==> config.mk <==
export PLATFORM = sky130hd
export DESIGN_NAME = wol_ctrl
export DESIGN_NICKNAME = d
export VERILOG_FILES = /design/src/rtl/wol_pkg.sv /design/src/rtl/wol_rst_sync.sv /design/src/rtl/wol_arm_ctrl.sv /design/src/rtl/wol_pme_req.sv /design/src/rtl/wol_stschg_timer.sv /design/src/rtl/wol_ctrl.sv
export SDC_FILE = /design/constraint.sdc
export NUM_CORES = 1
export LEC_CHECK = 0
export BUFFER_PORTS_ARGS = -buffer_cell sky130_fd_sc_hd__buf_4
export CORE_AREA = 2 2 39 41
export CTS_BUF_LIST = sky130_fd_sc_hd__clkbuf_2 sky130_fd_sc_hd__clkbuf_4 sky130_fd_sc_hd__clkbuf_8
export CTS_CLUSTER_SIZE = 25
export DETAILED_ROUTE_END_ITERATION = 8
export DIE_AREA = 0 0 41 43
export PLACE_DENSITY = 0.72
export SYNTH_ARGS = -nofsm -noshare
export SYNTH_HDL_FRONTEND = slang
export SYNTH_SLANG_ARGS = --single-unit
export TNS_END_PERCENT = 30
==> constraint.sdc <==
create_clock -name clk_i -period 1.2 [get_ports clk_i]
set_input_delay 0.06 -clock clk_i [delete_from_list [all_inputs] [get_ports clk_i]]
set_output_delay 0.06 -clock clk_i [all_outputs]
set_load 0.05 [all_outputs]
==> src/rtl/wol_pkg.sv <==
package wol_pkg;

  typedef enum logic [2:0] {
    PWR_D0A = 3'd0,
    PWR_D0U = 3'd1,
    PWR_D1  = 3'd2,
    PWR_D2  = 3'd3,
    PWR_D3  = 3'd4
  } pwr_state_e;

  function automatic logic pwr_is_low(input logic [2:0] code);
    return (code >= 3'd1) && (code <= 3'd4);
  endfunction

endpackage

==> src/rtl/wol_rst_sync.sv <==
module wol_rst_sync #(
  parameter int STAGES = 2
) (
  input  logic clk_i,
  input  logic rst_ni,
  output logic rst_sync_no
);

  logic [STAGES-1:0] sync_q;

  always_ff @(posedge clk_i or negedge rst_ni) begin
    if (!rst_ni) sync_q <= '0;
    else         sync_q <= {sync_q[STAGES-2:0], 1'b1};
  end

  assign rst_sync_no = sync_q[STAGES-1];

endmodule

==> src/rtl/wol_arm_ctrl.sv <==
module wol_arm_ctrl (
  input  logic clk_i,
  input  logic rst_ni,
  input  logic rst_done_i,
  input  logic ee_done_i,
  input  logic ee_wake_en_i,
  input  logic bar_set_i,
  output logic armed_o
);

  logic arm_req;
  logic armed_d, armed_q, armed_en;

  always_comb begin
    arm_req  = ee_done_i & rst_done_i & ee_wake_en_i;
    armed_en = arm_req | bar_set_i;
    armed_d  = armed_q;
    if (bar_set_i)    armed_d = 1'b0;
    else if (arm_req) armed_d = 1'b1;
  end

  always_ff @(posedge clk_i or negedge rst_ni) begin
    if (!rst_ni)       armed_q <= 1'b0;
    else if (armed_en) armed_q <= armed_d;
  end

  assign armed_o = armed_q;

  assert_bar_exits_R3: assert property (@(posedge clk_i) disable iff (!rst_ni)
    bar_set_i |=> !armed_q);

  assert_arm_needs_cond_R2: assert property (@(posedge clk_i) disable iff (!rst_ni)
    !armed_q ##1 armed_q |-> $past(ee_done_i & rst_done_i & ee_wake_en_i));

endmodule

==> src/rtl/wol_pme_req.sv <==
module wol_pme_req (
  input  logic clk_i,
  input  logic rst_ni,
  input  logic armed_i,
  input  logic magic_hit_i,
  input  logic pme_clr_i,
  output logic pme_o
);

  logic pme_set;
  logic pme_d, pme_q, pme_en;

  always_comb begin
    pme_set = armed_i & magic_hit_i;
    pme_en  = pme_set | pme_clr_i;
    pme_d   = pme_q;
    if (pme_clr_i)    pme_d = 1'b0;
    else if (pme_set) pme_d = 1'b1;
  end

  always_ff @(posedge clk_i or negedge rst_ni) begin
    if (!rst_ni)     pme_q <= 1'b0;
    else if (pme_en) pme_q <= pme_d;
  end

  assign pme_o = pme_q;

  assert_clr_wins_R5: assert property (@(posedge clk_i) disable iff (!rst_ni)
    pme_clr_i |=> !pme_q);

  assert_magic_sets_R4: assert property (@(posedge clk_i) disable iff (!rst_ni)
    (armed_i && magic_hit_i && !pme_clr_i) |=> pme_q);

  assert_sticky_R4: assert property (@(posedge clk_i) disable iff (!rst_ni)
    (pme_q && !pme_clr_i) |=> pme_q);

  assert_no_set_unarmed_R6: assert property (@(posedge clk_i) disable iff (!rst_ni)
    (!pme_q && !armed_i) |=> !pme_q);

endmodule

==> src/rtl/wol_stschg_timer.sv <==
module wol_stschg_timer #(
  parameter int PULSE_MS = 52,
  localparam int CNT_W = $clog2(PULSE_MS + 1)
) (
  input  logic       clk_i,
  input  logic       rst_ni,
  input  logic       armed_i,
  input  logic [2:0] pwr_state_i,
  input  logic       magic_hit_i,
  input  logic       other_hit_i,
  input  logic       ms_tick_i,
  output logic       pulse_o
);

  import wol_pkg::*;

  localparam logic [CNT_W-1:0] LOAD_VAL = CNT_W'(PULSE_MS);

  logic             start, kill, busy, step;
  logic             cnt_en;
  logic [CNT_W-1:0] cnt_d, cnt_q;

  always_comb begin
    busy   = (cnt_q != '0);
    start  = armed_i & magic_hit_i & pwr_is_low(pwr_state_i);
    kill   = other_hit_i;
    step   = ms_tick_i & busy;
    cnt_en = start | kill | step;
    cnt_d  = cnt_q;
    if (start)     cnt_d = LOAD_VAL;
    else if (kill) cnt_d = '0;
    else if (step) cnt_d = cnt_q - 1'b1;
  end

  always_ff @(posedge clk_i or negedge rst_ni) begin
    if (!rst_ni)     cnt_q <= '0;
    else if (cnt_en) cnt_q <= cnt_d;
  end

  assign pulse_o = busy;

  assert_cnt_bound_R8: assert property (@(posedge clk_i) disable iff (!rst_ni)
    cnt_q <= LOAD_VAL);

  assert_restart_R10: assert property (@(posedge clk_i) disable iff (!rst_ni)
    start |=> (cnt_q == LOAD_VAL));

  assert_kill_R9: assert property (@(posedge clk_i) disable iff (!rst_ni)
    (kill && !start) |=> !pulse_o);

  assert_hold_R8: assert property (@(posedge clk_i) disable iff (!rst_ni)
    (!start && !kill && !ms_tick_i) |=> $stable(cnt_q));

  assert_d0a_none_R7: assert property (@(posedge clk_i) disable iff (!rst_ni)
    (!busy && !(armed_i && magic_hit_i && pwr_is_low(pwr_state_i))) |=> !pulse_o);

endmodule

==> src/rtl/wol_ctrl.sv <==
module wol_ctrl #(
  parameter int PULSE_MS   = 52,
  parameter int RST_STAGES = 2
) (
  input  logic       clk_i,
  input  logic       rst_ni,
  input  logic       rst_done_i,
  input  logic       ee_done_i,
  input  logic       ee_wake_en_i,
  input  logic [2:0] pwr_state_i,
  input  logic       bar_set_i,
  input  logic       frm_vld_i,
  input  logic       frm_magic_i,
  input  logic       frm_other_i,
  input  logic       frm_ia_ok_i,
  input  logic       frm_bc_ok_i,
  input  logic       act_i,
  input  logic       ms_tick_i,
  input  logic       pme_clr_i,
  output logic       pme_o,
  output logic       stschg_o,
  output logic       flash_block_o,
  output logic       led_o
);

  logic rst_n;
  logic armed;
  logic magic_hit, other_hit, filt_hit;
  logic led_d, led_q;

  wol_rst_sync #(.STAGES(RST_STAGES)) u_rst_sync (
    .clk_i      (clk_i),
    .rst_ni     (rst_ni),
    .rst_sync_no(rst_n)
  );

  assign magic_hit = frm_vld_i & frm_magic_i;
  assign other_hit = frm_vld_i & frm_other_i & ~frm_magic_i;
  assign filt_hit  = frm_vld_i & (frm_ia_ok_i | frm_bc_ok_i);

  wol_arm_ctrl u_arm (
    .clk_i       (clk_i),
    .rst_ni      (rst_n),
    .rst_done_i  (rst_done_i),
    .ee_done_i   (ee_done_i),
    .ee_wake_en_i(ee_wake_en_i),
    .bar_set_i   (bar_set_i),
    .armed_o     (armed)
  );

  wol_pme_req u_pme (
    .clk_i      (clk_i),
    .rst_ni     (rst_n),
    .armed_i    (armed),
    .magic_hit_i(magic_hit),
    .pme_clr_i  (pme_clr_i),
    .pme_o      (pme_o)
  );

  wol_stschg_timer #(.PULSE_MS(PULSE_MS)) u_timer (
    .clk_i      (clk_i),
    .rst_ni     (rst_n),
    .armed_i    (armed),
    .pwr_state_i(pwr_state_i),
    .magic_hit_i(magic_hit),
    .other_hit_i(other_hit),
    .ms_tick_i  (ms_tick_i),
    .pulse_o    (stschg_o)
  );

  always_comb begin
    if (armed) led_d = filt_hit;
    else       led_d = act_i;
  end

  always_ff @(posedge clk_i or negedge rst_n) begin
    if (!rst_n) led_q <= 1'b0;
    else        led_q <= led_d;
  end

  assign led_o         = led_q;
  assign flash_block_o = armed;

  assert_led_quiet_R12: assert property (@(posedge clk_i) disable iff (!rst_n)
    (flash_block_o && !frm_vld_i) |=> !led_o);

  assert_led_follow_R11: assert property (@(posedge clk_i) disable iff (!rst_n)
    (!flash_block_o && act_i) |=> led_o);

endmodule

Word level (Yosys, flattened, before mapping)
Cells that the tools add are included.

storage, ports and cells
  bits in registers = 11
  output and inout bits = 4

operators by class
  add/sub/neg operators = 1
  $lt $le $gt $ge = 2
  mux-type cells = 8
  bitwise logic cells = 15
  reductions and logical operators = 8

operator list
  cell                                                                count
  2-to-1 mux 6 bit                                                    3
  AND 1 bit                                                           9
  AND reduction 2 bit                                                 3
  nonzero test 6 bit                                                  1
  subtractor 6 x 1 -> 6 bit (second input constant)                   1
  2-to-1 mux 1 bit                                                    5
  OR 1 bit                                                            5
  nonzero test 2 bit                                                  2
  greater-or-equal comparator 3 x 1 -> 1 bit (second input constant)  1
  <= comparator 3 bit (second input constant)                         1
  nonzero test 3 bit                                                  1
  logical AND 1 bit                                                   1
  NOT 1 bit                                                           1

Depth between registers and ports, before layout
  depth after elaboration = 6
  depth in mapped cells = 7
  gate-level depth less buffers = 6

Hierarchy
From an unflattened synthesis, not the netlist that was laid out.

second synthesis, totals
  cell total of the unflattened synthesis = 54
  area, all modules = 554.3 µm²

by module, submodules not included
  module            times used  cells each  area each (µm²)
  wol_stschg_timer  1           38          376.6
  wol_ctrl          1           7           55.1
  wol_rst_sync      1           3           53.8
  wol_arm_ctrl      1           3           35.0
  wol_pme_req       1           3           33.8

Least setup slack after synthesis
OpenSTA, ideal clock, no wires.

  kind = reg2reg
  start = register u_timer.cnt_q[1]
  end = register u_timer.cnt_q[3]
  setup time = 78 ps
  data arrival time = 1,549 ps
  slack = -427 ps
  cell stages (with the launch flop) = 8
  cell sequence = dfrtp_1 -> inv_1 -> ha_1 -> nand2b_1 -> or2_0 -> buf_2 -> or3b_1 -> a21oi_1

on the way
  longest elaborated chain between the ends = 4
  elaborated cells between the ends (all ways) = 9
  those cells by class = 1 x add/sub; 3 x mux; 2 x bitwise; 3 x reduce/logical

ends and longest elaborated chain
  element                                                                 line                    text
  start, declared                                                         wol_stschg_timer.sv:21  logic [CNT_W-1:0] cnt_d, cnt_q;
  start signal, assigned                                                  wol_stschg_timer.sv:37  else if (cnt_en) cnt_q <= cnt_d;
  nonzero test 6 bit *                                                    wol_stschg_timer.sv:24  busy = (cnt_q != '0);
  via stschg_o                                                            wol_ctrl.sv:21          output logic stschg_o,
  AND 1 bit *                                                             wol_stschg_timer.sv:27  step = ms_tick_i & busy;
  nonzero test 3 bit (no source line) / OR 1 bit (equally long branches)  --
  AND reduction 2 bit (no source line) *                                  --

The timed path passes the listed nets; every way through them passes the cells marked *. The select of a mux whose other input is x is not followed.
A chain may end at the register's enable or synchronous reset.

Worst setup path after layout
  start = register u_timer.cnt_q[3]
  end = output stschg_o

on the way
  longest elaborated chain between the ends = 1

ends and longest elaborated chain
  element             line
  nonzero test 6 bit  wol_stschg_timer.sv:24
  end, declared       wol_ctrl.sv:21

Every way passes these cells.

==> reports/qor.csv <==
metric,value,unit
DP Area,788.3,um^2
"Arr. time, crit path",1.54,ns
CTS sink cnt,11,
crit-path leading delay family,simple AND/OR/NAND/NOR gates,
Setup Skew,0.0004852,ns
Final nets,117,
drt first-iter violations,3,
io pins,21,
outcome,finished with violations,
die area,0.001763,mm^2
CTS root buf,clkbuf_4,
H-tree levels,1,
Syn Area/Cell,9.535,um^2
Crit-path slowest cell,or3_4,
# fillers,109,
Crit. path cell count,4,
hold_sp,rst_done_i,
initial antenna violation count,0,
first-pass GRT wire length,2180,um
DIE HEIGHT,43,um
GRT Util Overall,0.1846,
Site Rows,14,
via/cell ratio,4.761,
pin count of the biggest net entering global routing,10,
share of cells above drive strength 1,0.5361,
Max stage delay on crit path,0.40,ns
Worst Path Max Fanout,2,
CTS clock-pin slew for the worst setup and hold paths,0.06,ns
Cells after DPL,102,
total wire length after detailed routing,1304,um
PD cells,1942,mW/mm^2
Leak,0.4537,nW
WL/cell,11.54,um
Clock Path Buffers,2,
Worst-Skew Late Latency,0.26,ns
Hold Path Stages,3,
Buffers & Inverters on Critical Path,2,
critical path class,flip-flop to output port,
# setup viols final,7,
gr ovfl total,0,
Core Box Area,0.001384,mm^2
Inserted Diodes,0,
Initial Utilization,0.3996,
post-DP HPWL,981.6,um
Yosys Warn Count,0,
max frequency,624.5,MHz
post-layout instance area,932.1,um^2
CTS buffer count,3,
Synth cell types,25,
Mapped Area,553.0,um^2
Worst Hold Class,input port to flip-flop,
Syn Inst Count,58,
I/O Buffers,20,
Setup WS pre-CTS,-0.3467,ns
routability cong.,0.7125,
CP cell instances,or3_4 > or2_4 > buf_6 > buf_8,
drt first pass iters,3,
vias in the first global route,554,
Hold Crit Endpoint,u_arm.armed_o$_DFFE_PN0P_,
WP data required,1.14,ns
final number of hold-violating endpoints,0,
R2R setup slack,-0.36,ns
Final Max Slew Viols,0,
reg2reg end,u_timer.cnt_q[3]$_DFFE_PN0P_,
P&R area growth vs syn,68.55,%
R2R Path Start,u_timer.cnt_q[3]$_DFFE_PN0P_,
failing checks,setup timing,
syn nets,77,
VDD IR-drop max,926.9,uV
FF-to-FF path depth,5,
Post-Layout Cell Count,113,
startpoint types,flip-flop,
Post-synth top flop,dfrtp_1,
Final period util,1.334,
setup ws final,-0.4014,ns
register area share after synthesis,0.4977,
Vias,538,
synthesized flop and latch total,11,
Post-synth EDFFs,0,
CTS tree,built,
Max Cap Violations,0,
DRC Markers,0,
fin crit period,1.601,ns
asr flop ratio synth,1.000,
RSZ-0062 raised after global routing,yes,
"antenna viol nets, final",0,
CP endpoint kind,output port,
Die X,41,um
cell usage in the layout (no fill, tap or decap), types with 3 or more instances in the layout:
master and count:
buf_4 31, dfrtp_1 11, nor2_1 7, clkbuf_4 4, o21ai_0 3, nand2_1 3, o21ai_1 3, a21oi_2 3
dlygate4sd3_1 3
how the worst max path moves through the flow:
stage	from	endpoint	slack [ns]
floorplan	u_timer.cnt_q[1]$_DFFE_PN0P_	u_timer.cnt_q[3]$_DFFE_PN0P_	-0.32
global placement	u_timer.cnt_q[0]$_DFFE_PN0P_	u_timer.cnt_q[3]$_DFFE_PN0P_	-0.29
detailed placement	u_timer.cnt_q[0]$_DFFE_PN0P_	u_timer.cnt_q[3]$_DFFE_PN0P_	-0.35
CTS	u_timer.cnt_q[4]$_DFFE_PN0P_	stschg_o	-0.40
global route	u_timer.cnt_q[3]$_DFFE_PN0P_	stschg_o	-0.44
finish	u_timer.cnt_q[3]$_DFFE_PN0P_	stschg_o	-0.40
worst min-delay path, stage by stage:
cell     delay, ns
buf_4         0.08
a31oi_1       0.06
nor2_1        0.07
metal layers:
| metal | GRT usage | wire length [um] | share of wire |
|---|---|---|---|
| met2 | 0.3469 | 744 | 0.57 |
| met4 | 0.06000 | 0 | 0 |
| met3 | 0.03665 | 76 | 0.058 |
| met5 | 0 | 0 | 0 |
| met1 | 0.1828 | 483 | 0.37 |
kinds of logic (layout without fill, tap and decap cells):
| group | count (synthesis) | after routing | share of synthesized area |
|---|---|---|---|
| AO/OA/AOI/OAI | 13 | 13 | 0.1425 |
| other | 1 | 1 | 0.006781 |
| buffers and inverters | 5 | 44 | 0.03618 |
| flip-flops | 11 | 11 | 0.4977 |
| AND/OR/NAND/NOR | 23 | 23 | 0.2172 |
| XOR/XNOR | 1 | 1 | 0.01584 |
| multiplexers | 2 | 2 | 0.03846 |
| adder cells (fa/ha/maj) | 2 | 2 | 0.04524 |
metrics by stage:
stage | util | hold slack [ns] | TNS [ns] | power (mW)
after floorplan | - | -0.2356 | -1.362 | 1.002
after global placement | 0.5696 | -0.1561 | -1.668 | 1.245
after detailed placement | 0.5696 | -0.1552 | -1.886 | 1.280
after CTS | 0.6691 | 0.04973 | -1.851 | 1.789
after global routing | 0.6736 | 0.05180 | -2.253 | 1.935
final | 0.6736 | 0.05104 | -1.943 | 1.810
what timing repair did:
item | CTS | global route
hold endpoints to repair | 4 | 0
hold buffers | 3 | 0
buffers inserted | 4 | 0
endpoints found under the setup margin | 7 | 7
gates resized for setup | 16 | 2
pin swaps | 6 | 1
synth_stat cells (all sizes together) (2+ instances only):
| library cell | n | area [um^2] |
|---|---|---|
| nor2 | 7 | 26.28 |
| nor3 | 2 | 10.01 |
| ha | 2 | 25.02 |
| dfrtp | 11 | 275.3 |
| nand2 | 4 | 15.01 |
| nand2b | 2 | 12.51 |
| inv | 4 | 15.01 |
| or3 | 3 | 23.77 |
| o21ai | 7 | 35.03 |
| a21oi | 3 | 15.01 |
power by group:
group	internal, mW	switching (mW)	total, mW
Combinational	0.554	0.466	1.02
Sequential	0.468	0.0619	0.530
Clock	0.151	0.109	0.260
Total	1.17	0.636	1.81
registers in the layout, indices dropped and copies added (netlist names):
register	count
u_timer.cnt_q	6
led_o	1
u_pme.pme_o	1
u_arm.armed_o	1
u_rst_sync.sync_q	2
cell type report:
type,instances,area [um^2],share of cell area
multi-input cells,42,302.8,0.3248
repair buffers,36,289.0,0.3101
flip-flops and latches,11,275.3,0.2953
clock buffers,4,30.03,0.03221
well taps,16,20.02,0.02148
inverters,4,15.01,0.01611
No activity file was read; power rests on OpenSTA's default activity.
